===== config.mk =====
export PLATFORM = sky130hd
export DESIGN_NAME = sc_edge_bit_rx
export DESIGN_NICKNAME = d
export VERILOG_FILES = /design/src/rtl/sc_rx_pkg.sv /design/src/rtl/sc_rx_tick.sv /design/src/rtl/sc_rx_edge_det.sv /design/src/rtl/sc_rx_win_cnt.sv /design/src/rtl/sc_edge_bit_rx.sv
export SDC_FILE = /design/constraint.sdc
export NUM_CORES = 1
export LEC_CHECK = 0
export BUFFER_PORTS_ARGS = -buffer_cell sky130_fd_sc_hd__buf_4
export CAP_MARGIN = 15
export CORE_MARGIN = 2
export CORE_UTILIZATION = 35
export CTS_BUF_LIST = sky130_fd_sc_hd__clkbuf_2
export DETAILED_ROUTE_END_ITERATION = 10
export PLACE_DENSITY = 0.53
export RECOVER_POWER = 50
export SYNTH_ARGS = -nofsm -noshare
export SYNTH_HDL_FRONTEND = slang
export SYNTH_SLANG_ARGS = --single-unit

===== constraint.sdc =====
create_clock -name clk -period 2.69 [get_ports clk]
set_input_delay 0.1345 -clock clk [delete_from_list [all_inputs] [get_ports clk]]
set_output_delay 0.1345 -clock clk [all_outputs]
set_load 0.03 [all_outputs]

===== src/rtl/sc_rx_pkg.sv =====
package sc_rx_pkg;

  typedef enum logic [1:0] {
    RX_IDLE = 2'd0,
    RX_WAIT = 2'd1,
    RX_BITS = 2'd2
  } rx_state_e;

  // Clamp a requested bit count to the largest supported frame.
  function automatic int unsigned clamp_req(input int unsigned req, input int unsigned max_bits);
    return (req > max_bits) ? max_bits : req;
  endfunction

endpackage


===== src/rtl/sc_rx_tick.sv =====
module sc_rx_tick #(
  parameter int unsigned TICK_DIV = 1
) (
  input  logic clk,
  input  logic rst_n,
  input  logic restart,
  output logic tick
);
  localparam int unsigned PW = (TICK_DIV > 1) ? $clog2(TICK_DIV) : 1;
  localparam logic [PW-1:0] PRE_LAST = PW'(TICK_DIV - 1);

  logic [PW-1:0] pre_q, pre_d;

  always_comb begin
    if (restart || pre_q == PRE_LAST) pre_d = '0;
    else                              pre_d = pre_q + PW'(1);
  end

  always_ff @(posedge clk or negedge rst_n) begin
    if (!rst_n) pre_q <= '0;
    else        pre_q <= pre_d;
  end

  assign tick = (pre_q == PRE_LAST);

endmodule


===== src/rtl/sc_rx_edge_det.sv =====
module sc_rx_edge_det #(
  parameter int unsigned SYNC_STAGES = 2
) (
  input  logic clk,
  input  logic rst_n,
  input  logic sc_in,
  output logic edge_seen
);
  logic [SYNC_STAGES-1:0] sync_q;
  logic                   prev_q;

  for (genvar g = 0; g < SYNC_STAGES; g++) begin : g_sync
    if (g == 0) begin : g_first
      always_ff @(posedge clk or negedge rst_n) begin
        if (!rst_n) sync_q[0] <= 1'b0;
        else        sync_q[0] <= sc_in;
      end
    end else begin : g_next
      always_ff @(posedge clk or negedge rst_n) begin
        if (!rst_n) sync_q[g] <= 1'b0;
        else        sync_q[g] <= sync_q[g-1];
      end
    end
  end

  always_ff @(posedge clk or negedge rst_n) begin
    if (!rst_n) prev_q <= 1'b0;
    else        prev_q <= sync_q[SYNC_STAGES-1];
  end

  // Either direction of change is one edge.
  assign edge_seen = sync_q[SYNC_STAGES-1] ^ prev_q;

endmodule


===== src/rtl/sc_rx_win_cnt.sv =====
module sc_rx_win_cnt #(
  parameter int unsigned CNT_W  = 6,
  parameter int unsigned LO_THR = 20,
  parameter int unsigned HI_THR = 60
) (
  input  logic clk,
  input  logic rst_n,
  input  logic count_en,
  input  logic edge_seen,
  input  logic win_close,
  output logic bit_one
);
  localparam logic [CNT_W-1:0] CNT_MAX = {CNT_W{1'b1}};

  logic [CNT_W-1:0] cnt_q, cnt_d, cnt_inc;

  always_comb begin
    cnt_inc = cnt_q;
    if (count_en && edge_seen && cnt_q != CNT_MAX) cnt_inc = cnt_q + CNT_W'(1);
  end

  always_comb begin
    if (win_close)     cnt_d = '0;
    else if (count_en) cnt_d = cnt_inc;
    else               cnt_d = cnt_q;
  end

  always_ff @(posedge clk or negedge rst_n) begin
    if (!rst_n) cnt_q <= '0;
    else        cnt_q <= cnt_d;
  end

  assign bit_one = (32'(cnt_inc) > LO_THR) && (32'(cnt_inc) < HI_THR);

  AST_EDGE_SAT: assert property (@(posedge clk) disable iff (!rst_n)
    (count_en && !win_close && cnt_q == CNT_MAX) |=> (cnt_q == CNT_MAX));

  AST_CNT_CLEAR: assert property (@(posedge clk) disable iff (!rst_n)
    win_close |=> (cnt_q == '0));

endmodule


===== src/rtl/sc_edge_bit_rx.sv =====
module sc_edge_bit_rx
  import sc_rx_pkg::*;
#(
  parameter int unsigned TICK_DIV    = 1,
  parameter int unsigned FIRST_OFS   = 490,
  parameter int unsigned WIN_LEN     = 150,
  parameter int unsigned LO_THR      = 20,
  parameter int unsigned HI_THR      = 60,
  parameter int unsigned CNT_W       = 6,
  parameter int unsigned MAX_BITS    = 32,
  parameter int unsigned REQ_W       = 6,
  parameter int unsigned REF_W       = 13,
  parameter int unsigned SYNC_STAGES = 2
) (
  input  logic                         clk,
  input  logic                         rst_n,
  input  logic                         frame_end,
  input  logic [REQ_W-1:0]             bit_req,
  input  logic [MAX_BITS-1:0]          key_in,
  input  logic                         sc_in,
  output logic                         busy,
  output logic                         done,
  output logic [MAX_BITS-1:0]          data_out,
  output logic [$clog2(MAX_BITS+1)-1:0] bits_out,
  output logic [REF_W-1:0]             tick_count
);
  localparam int unsigned IDX_W = $clog2(MAX_BITS + 1);
  localparam int unsigned WIN_W = $clog2(WIN_LEN);
  localparam logic [REF_W-1:0] REF_MAX  = {REF_W{1'b1}};
  localparam logic [REF_W-1:0] OFS_LAST = REF_W'(FIRST_OFS - 1);
  localparam logic [WIN_W-1:0] WIN_LAST = WIN_W'(WIN_LEN - 1);

  rx_state_e            state_q, state_d;
  logic [REF_W-1:0]     tcnt_q, tcnt_d;
  logic [WIN_W-1:0]     wcnt_q, wcnt_d;
  logic [IDX_W-1:0]     idx_q, idx_d;
  logic [IDX_W-1:0]     nbits_q, nbits_d;
  logic [IDX_W-1:0]     bits_q, bits_d;
  logic [MAX_BITS-1:0]  data_q, data_d;
  logic                 done_q, done_d;

  logic tick, edge_seen, bit_one, win_close, finish, accept, count_en;

  sc_rx_tick #(.TICK_DIV(TICK_DIV)) i_tick (
    .clk(clk), .rst_n(rst_n), .restart(accept || finish), .tick(tick)
  );

  sc_rx_edge_det #(.SYNC_STAGES(SYNC_STAGES)) i_edge (
    .clk(clk), .rst_n(rst_n), .sc_in(sc_in), .edge_seen(edge_seen)
  );

  sc_rx_win_cnt #(.CNT_W(CNT_W), .LO_THR(LO_THR), .HI_THR(HI_THR)) i_cnt (
    .clk(clk), .rst_n(rst_n), .count_en(count_en), .edge_seen(edge_seen),
    .win_close(win_close), .bit_one(bit_one)
  );

  assign accept   = frame_end && (state_q == RX_IDLE);
  assign count_en = (state_q == RX_BITS);

  // Next-state logic
  always_comb begin
    state_d   = state_q;
    wcnt_d    = wcnt_q;
    idx_d     = idx_q;
    nbits_d   = nbits_q;
    bits_d    = bits_q;
    data_d    = data_q;
    win_close = 1'b0;
    finish    = 1'b0;

    unique case (state_q)
      RX_IDLE: begin
        if (frame_end) begin
          state_d = RX_WAIT;
          data_d  = key_in;
          nbits_d = IDX_W'(clamp_req(32'(bit_req), MAX_BITS));
          idx_d   = '0;
          wcnt_d  = '0;
        end
      end
      RX_WAIT: begin
        if (tick && tcnt_q == OFS_LAST) begin
          if (nbits_q == '0) finish = 1'b1;
          else begin
            state_d = RX_BITS;
            wcnt_d  = '0;
          end
        end
      end
      RX_BITS: begin
        if (tick) begin
          if (wcnt_q == WIN_LAST) begin
            win_close = 1'b1;
            wcnt_d    = '0;
            if (bit_one) data_d = data_q ^ (MAX_BITS'(1) << idx_q);
            if (idx_q == nbits_q - IDX_W'(1)) finish = 1'b1;
            else                              idx_d  = idx_q + IDX_W'(1);
          end else begin
            wcnt_d = wcnt_q + WIN_W'(1);
          end
        end
      end
      default: state_d = RX_IDLE;
    endcase

    if (finish) begin
      state_d = RX_IDLE;
      bits_d  = nbits_q;
    end
    done_d = finish;

    if (accept || finish)               tcnt_d = '0;
    else if (tick && tcnt_q != REF_MAX) tcnt_d = tcnt_q + REF_W'(1);
    else                                tcnt_d = tcnt_q;
  end

  // Registers
  always_ff @(posedge clk or negedge rst_n) begin
    if (!rst_n) begin
      state_q <= RX_IDLE;
      tcnt_q  <= '0;
      wcnt_q  <= '0;
      idx_q   <= '0;
      nbits_q <= '0;
      bits_q  <= '0;
      data_q  <= '0;
      done_q  <= 1'b0;
    end else begin
      state_q <= state_d;
      tcnt_q  <= tcnt_d;
      wcnt_q  <= wcnt_d;
      idx_q   <= idx_d;
      nbits_q <= nbits_d;
      bits_q  <= bits_d;
      data_q  <= data_d;
      done_q  <= done_d;
    end
  end

  assign busy       = (state_q != RX_IDLE);
  assign done       = done_q;
  assign data_out   = data_q;
  assign bits_out   = bits_q;
  assign tick_count = tcnt_q;

  AST_DONE_PULSE: assert property (@(posedge clk) disable iff (!rst_n)
    done |=> !done);

  AST_BITS_CAP: assert property (@(posedge clk) disable iff (!rst_n)
    done |-> (32'(bits_out) <= MAX_BITS));

  AST_REF_RESTART: assert property (@(posedge clk) disable iff (!rst_n)
    done |-> (tick_count == '0 && !busy));

  AST_BUSY_IGNORE: assert property (@(posedge clk) disable iff (!rst_n)
    (busy && frame_end) |=> (busy || done));

  AST_DATA_HOLD: assert property (@(posedge clk) disable iff (!rst_n)
    (!busy && !frame_end) |=> ($stable(data_out) && $stable(bits_out)));

endmodule


==> Word-level counts from Yosys, hierarchy flattened <==
Cells that the tools add are included.
{ "totals": {"input_bits": 42, "out_inout_bits": 53, "regBits": 84} }
{ "op_classes": {"add_sub_neg": 6, "shifts": 1, "n_mux": 37, "n_reduce_logical": 20, "n_eq_ne": 18, "order_cmp": 3, "bitwise_logic": 3} }
{ "op_table": {"columns": ["op", "count"], "rows": [
  ["$mux W32", 4],
  ["$pmux W32 S2", 1],
  ["$mux W6", 8],
  ["$mux W8", 5],
  ["$shl A1 B6 Y32 const A", 1],
  ["$xor A32 B32 Y32", 1],
  ["$mux W13", 2],
  ["$pmux W8 S3", 1],
  ["$ne A2 B2 Y1 const B", 8],
  ["$reduce_and A5 Y1", 3],
  ["$add A13 B1 Y13 const B", 1],
  ["$eq A13 B9 Y1 const B", 1],
  ["$ne A13 B13 Y1 const B", 1],
  ["$add A6 B1 Y6 const B", 2],
  ["$pmux W6 S2", 1],
  ["$mux W1", 9],
  ["$ne A3 B3 Y1 const B", 3],
  ["$add A8 B1 Y8 const B", 1],
  ["$eq A8 B8 Y1 const B", 1],
  ["$mux W2", 4],
  ["$reduce_bool A2 Y1", 4],
  ["$eq A6 B6 Y1", 1],
  ["$gt A6 B5 Y1 const B", 1],
  ["$gt A6 B6 Y1 const B", 1],
  ["17 further kinds", 23]
]} }

==> Logic depth before layout (Yosys ltp) <==
{ "depth": {"ltp_word": 10, "mapped_depth": 10} }

==> Hierarchy <==
Synthesis repeated with hierarchy kept, for this count alone.
{ "unflattened": {"cells_unflattened": 511, "hier_area_um2": 4864.7} }
{ "modules_own_cells": {"columns": ["module", "area_per_inst_um2", "n_inst", "cells_each", "seq_area_each_um2"], "rows": [
  ["sc_edge_bit_rx", 4346.7, 1, 462, 1851.8],
  ["sc_rx_win_cnt", 401.6, 1, 42, 150.1],
  ["sc_rx_edge_det", 83.8, 1, 4, 75.1],
  ["sc_rx_tick", 32.5, 1, 3, 25.0]
]} }

==> Worst setup path after synthesis <==
OpenSTA, ideal clock, no wires.
{ "synth_path": {"kind": "register to register", "from": "register state_q[0]", "to": "register data_q[20], in the netlist data_out[20]", "arrival_time_ps": 2499, "synth_period_minus_slack_ps": 2635, "setup_time_ps": 136, "t_required_ps": 2554, "path_buffers": 2, "path_slack_ps": 55, "stages_incl_launch_ff": 11, "cell_sequence": "dfrtp_1 > inv_1 > ha_1 > nand4_1 > or4_1 > mux2_2 > and3_1 > clkbuf_1 > buf_2 > a2111oi_0 > o22ai_1"} }
{ "synth_via": {"elab_chain_len": 8, "word_cells_on_any_way": 15} }
{ "synth_lines": {"columns": ["item", "line_no", "rtl"], "rows": [
  ["start: declaration", "sc_edge_bit_rx.sv:33", "rx_state_e state_q, state_d;"],
  ["start signal: assignment", "sc_edge_bit_rx.sv:129", "state_q <= state_d;"],
  ["$eq A2 B2 Y1", "sc_edge_bit_rx.sv:58, sc_edge_bit_rx.sv:71", null],
  ["$logic_and A1 B1 Y1 (2 in series)", "sc_rx_win_cnt.sv:19", "if (count_en && edge_seen && cnt_q != CNT_MAX) cnt_inc = cnt_q + CNT_W'(1);"],
  ["$mux W6", "sc_rx_win_cnt.sv:19", null],
  ["$gt A6 B5 Y1 or $lt A6 B6 Y1 (tied branches)", "sc_rx_win_cnt.sv:33", "assign bit_one = (32'(cnt_inc) > LO_THR) && (32'(cnt_inc) < HI_THR);"],
  ["$logic_and A1 B1 Y1", "sc_rx_win_cnt.sv:33", null],
  ["$ne A2 B2 Y1 (no source line)", null, null],
  ["$reduce_and A5 Y1 (no source line)", null, null],
  ["end signal: assignment", "sc_edge_bit_rx.sv:135", "data_q <= data_d;"],
  ["end: declaration", "sc_edge_bit_rx.sv:39", "logic [MAX_BITS-1:0] data_q, data_d;"]
]} }
Parallel ways exist; a longest one is shown, timed or not.
A chain may end at the register's enable or synchronous reset.

==> Worst setup path in the final report <==
{ "layout_path": {"from": "register state_q[0]", "to": "register data_q[8], in the netlist data_out[8]"} }
Same word-level chain as after synthesis.

==> flow_metrics.tcl <==
set metrics [dict create \
    max_freq_mhz 379 \
    yosys.area.top_type_share_pct 38.8 \
    hold_viol 0 \
    cts_tree "built" \
    grt_pass1_vias 5278 \
    fp.dieArea_sq_um 16500 \
    violations "max-capacitance violations, max-slew violations" \
    maxSlewViolCount 37 \
    grt_max_degree 59 \
    min_period_over_period_pct 98.0 \
    utilization_pct 49.8 \
    tns_ns 0 \
    critPathArrivalTime_ns 3.12 \
    track_usage_pct 20.4 \
    status "complete, but fails checks" \
    synth_area_per_cell_sq_um 8.70 \
    finalHoldWorstSlack_ns 0.173 \
    maxCapViolCount 1 \
    vdd_drop_max_uv 510 \
    synthDistinctLibCells 54 \
    antenna_found_initial 1 \
    grt_pass1_wl_um 26800 \
    critPathKind "register to register" \
    fin_crit_ns 2.64 \
    start_util_pct 35.7 \
    max_slew_margin_pct -9.59 \
    drt-vias-per-instance 5.62 \
    async_flop_share_pct 100 \
    postSynthNetCount 682 \
    p_leak_nw 3.16 \
    yosysTopAreaCell "dfrtp_1" \
    fin_cells 969 \
    rsz0062_at_grt "true" \
    drc_errors 0 \
    final_nets 835 \
    tightest_slew_ns 1.64 \
    syn_area_sq_um 5410 \
    io_buffers 94 \
    finalInstanceArea_sq_um 7540 \
    vias 5445 \
    dp_hpwl_um 11200 \
    gp_congestion 0.841 \
    cp-end-kind "register" \
    hold_class "input pin to register" \
    yosysWarnings 0 \
    clock_path_buffers 2 \
    htree_levels 3 \
    routed_wirelength_um 16700 \
    yosysSeqAreaShare_pct 38.8 \
    core_area_sq_um 15100 \
    cp_max_fo 25 \
    placed_cell_area_sq_um 6550 \
    die-height_um 128 \
    critPathRequiredTime_ns 3.17 \
    grt_use_met3_pct 3.20 \
    dp.cells 897 \
    synth_flop_cell "dfrtp_1" \
    syn_inst 622 \
    globalRouteMet2Util_pct 33.4 \
    grt.met1_usage_pct 28.2 \
    rows 45 \
    ys_top_cells_by_area "dfrtp_1, o21ai_0, a2111oi_0" \
    synthToLayoutAreaGrowth_pct 39.3 \
    drive_gt1_share_pct 24.4 \
    ioPinCount 95 \
    power.density_nw_per_um2 372 \
    fp.dieW_um 128 \
    gr-total-overflow 0 \
    cts_made_buffers 9 \
    cp-start-kind "register" \
    clk_latency_ns 0.61 \
    drtPass1Iterations 5 \
    cts-root-buf "clkbuf_2" \
    clkSinkCount 84 \
    post_drt_wl_per_cell_um 17.2 \
    drt-initial-drc-count 360 \
    skew_ns 0.0340 \
    ant_nets 0 \
    cts.clk_slew.worst_paths_ns 0.27 \
    finalSetupViolCount 0 \
    busiest_layer "met2" \
    ys_seq_elements 84 \
    synth-edff-count 0 \
]
## synthesized netlist by cell type, drive strengths merged (3+ instances only)
| library cell | n |
|---|---|
| and2 | 9 |
| nor4 | 9 |
| nand2 | 53 |
| o22ai | 28 |
| a22o | 8 |
| o2111ai | 8 |
| buf | 8 |
| nand3b | 3 |
| o21ai | 53 |
| mux2 | 7 |
| or3 | 3 |
| nor2b | 11 |
| ha | 18 |
| a2111o | 3 |
| and3 | 12 |
| nor2 | 61 |
| a211oi | 7 |
| nand4 | 3 |
| nand3 | 14 |
| nand2b | 8 |
| xnor2 | 17 |
| dfrtp | 84 |
| or4 | 24 |
| a2111oi | 28 |
| a21oi | 30 |
| mux2i | 5 |
| a31oi | 14 |
| nor3 | 7 |
| xor2 | 8 |
| clkbuf | 36 |
| inv | 20 |
| and4 | 6 |
## per-stage QoR
step	power, mW	setup slack (ns)
finish	2.80	0.0528
global route	2.95	-0.0665
CTS	2.85	-0.0108
global placement	1.87	-0.0454
detailed placement	1.87	-0.0678
floorplan	1.66	0.0546
## logic make-up (layout without fill, tap and decap cells)
family | count (synthesis) | in the layout | synth area share, %
simple gates | 229 | 229 | 22.1
compound gates | 189 | 189 | 23.4
flops | 84 | 84 | 38.8
buf+inv | 64 | 222 | 4.62
xor+xnor | 25 | 25 | 4.05
fa+ha+maj | 18 | 18 | 4.16
mux | 12 | 12 | 2.73
other cells | 1 | 2 | 0.0693
## registers in the layout, indices dropped and copies added (netlist names)
register	cells
data_out	32
bits_out	6
idx_q	6
nbits_q	6
i_cnt.cnt_q	6
wcnt_q	8
state_q	2
i_tick.pre_q	1
i_edge.sync_q	2
i_edge.prev_q	1
done	1
tick_count	13
## report_power, final
group          leakage, nW  internal (mW)  switching, mW
combinational         1.92          0.230          0.257
sequential            1.14           1.32         0.0917
clock               0.0963          0.407          0.498
## final timing paths
path,slack (ns),cells after the start,end,from
max in group asynchronous,0.49,4,wcnt_q[5],rst_n
min in group asynchronous,1.00,4,i_edge.sync_q[0],rst_n
hold / removal,0.17,2,i_edge.sync_q[0],sc_in
hold reg to reg,0.44,0,i_edge.sync_q[1],i_edge.sync_q[0]
setup reg to reg,0.05,10,data_out[8],state_q[0]
setup / recovery,0.05,10,data_out[8],state_q[0]
## worst max-delay path, stage by stage, from the launching register on
cell and delay, ns:
dfrtp_1 0.43, inv_1 0.08, ha_2 0.19, nand4_1 0.13, buf_4 0.18, a211oi_2 0.29
xnor2_1 0.21, a21o_1 0.23, buf_12 0.19, a2111oi_2 0.42, o22ai_1 0.15
## layer usage
layer,up-vias,share of wire (%)
li1,2616,-
met1,2688,46
met2,123,48
met3,18,4.1
met4,0,1.3
met5,-,0
## cell type report
type,count,area (sq um)
Clock inverter,7,125
Multi-Input combinational cell,474,3420
Sequential cell,84,2100
Inverter,20,75.1
Antenna cell,1,2.50
Clock buffer,9,45.0
Tap cell,188,235
Fill cell,1466,7610
Timing Repair Buffer,186,1540
## cells in the final DEF, fill, tap and decap left out, drive strengths merged, types with 2 or more instances in the layout
| master | netlist | layout |
|---|---|---|
| clkbuf | 36 | 28 |
| a2bb2oi | 2 | 2 |
| nand3b | 3 | 3 |
| a2111o | 3 | 3 |
| nand3 | 14 | 14 |
| a21o | 2 | 2 |
| a21oi | 30 | 30 |
| a211oi | 7 | 7 |
| buf | 8 | 120 |
| dfrtp | 84 | 84 |
| a22o | 8 | 8 |
| nand2 | 53 | 53 |
| o31ai | 2 | 2 |
| nand2b | 8 | 8 |
| and4 | 6 | 6 |
| dlygate4sd3 | 0 | 46 |
| a31oi | 14 | 14 |
| nor4 | 9 | 9 |
| or4 | 24 | 24 |
| nor2 | 61 | 61 |
| o21ai | 53 | 53 |
| ha | 18 | 18 |
| clkinv | 0 | 4 |
| mux2i | 5 | 5 |
| bufinv | 0 | 3 |
| or3 | 3 | 3 |
| nand4 | 3 | 3 |
| nor2b | 11 | 11 |
| o2111ai | 8 | 8 |
| and2 | 9 | 9 |
| mux2 | 7 | 7 |
| inv | 20 | 20 |
| xnor2 | 17 | 17 |
| nor3 | 7 | 7 |
| xor2 | 8 | 8 |
| and3 | 12 | 12 |
| o22ai | 28 | 28 |
| a2111oi | 28 | 28 |
| and3b | 2 | 2 |
## what timing repair did
action	in CTS	in global routing
endpoints found under the hold margin	125	0
hold buffers	47	0
setup buffers	0	7
gates cloned	0	1
endpoints found under the setup margin	13	41
gates resized for setup	8	65
pin swaps	1	10
(Power assumes the default switching activity.)
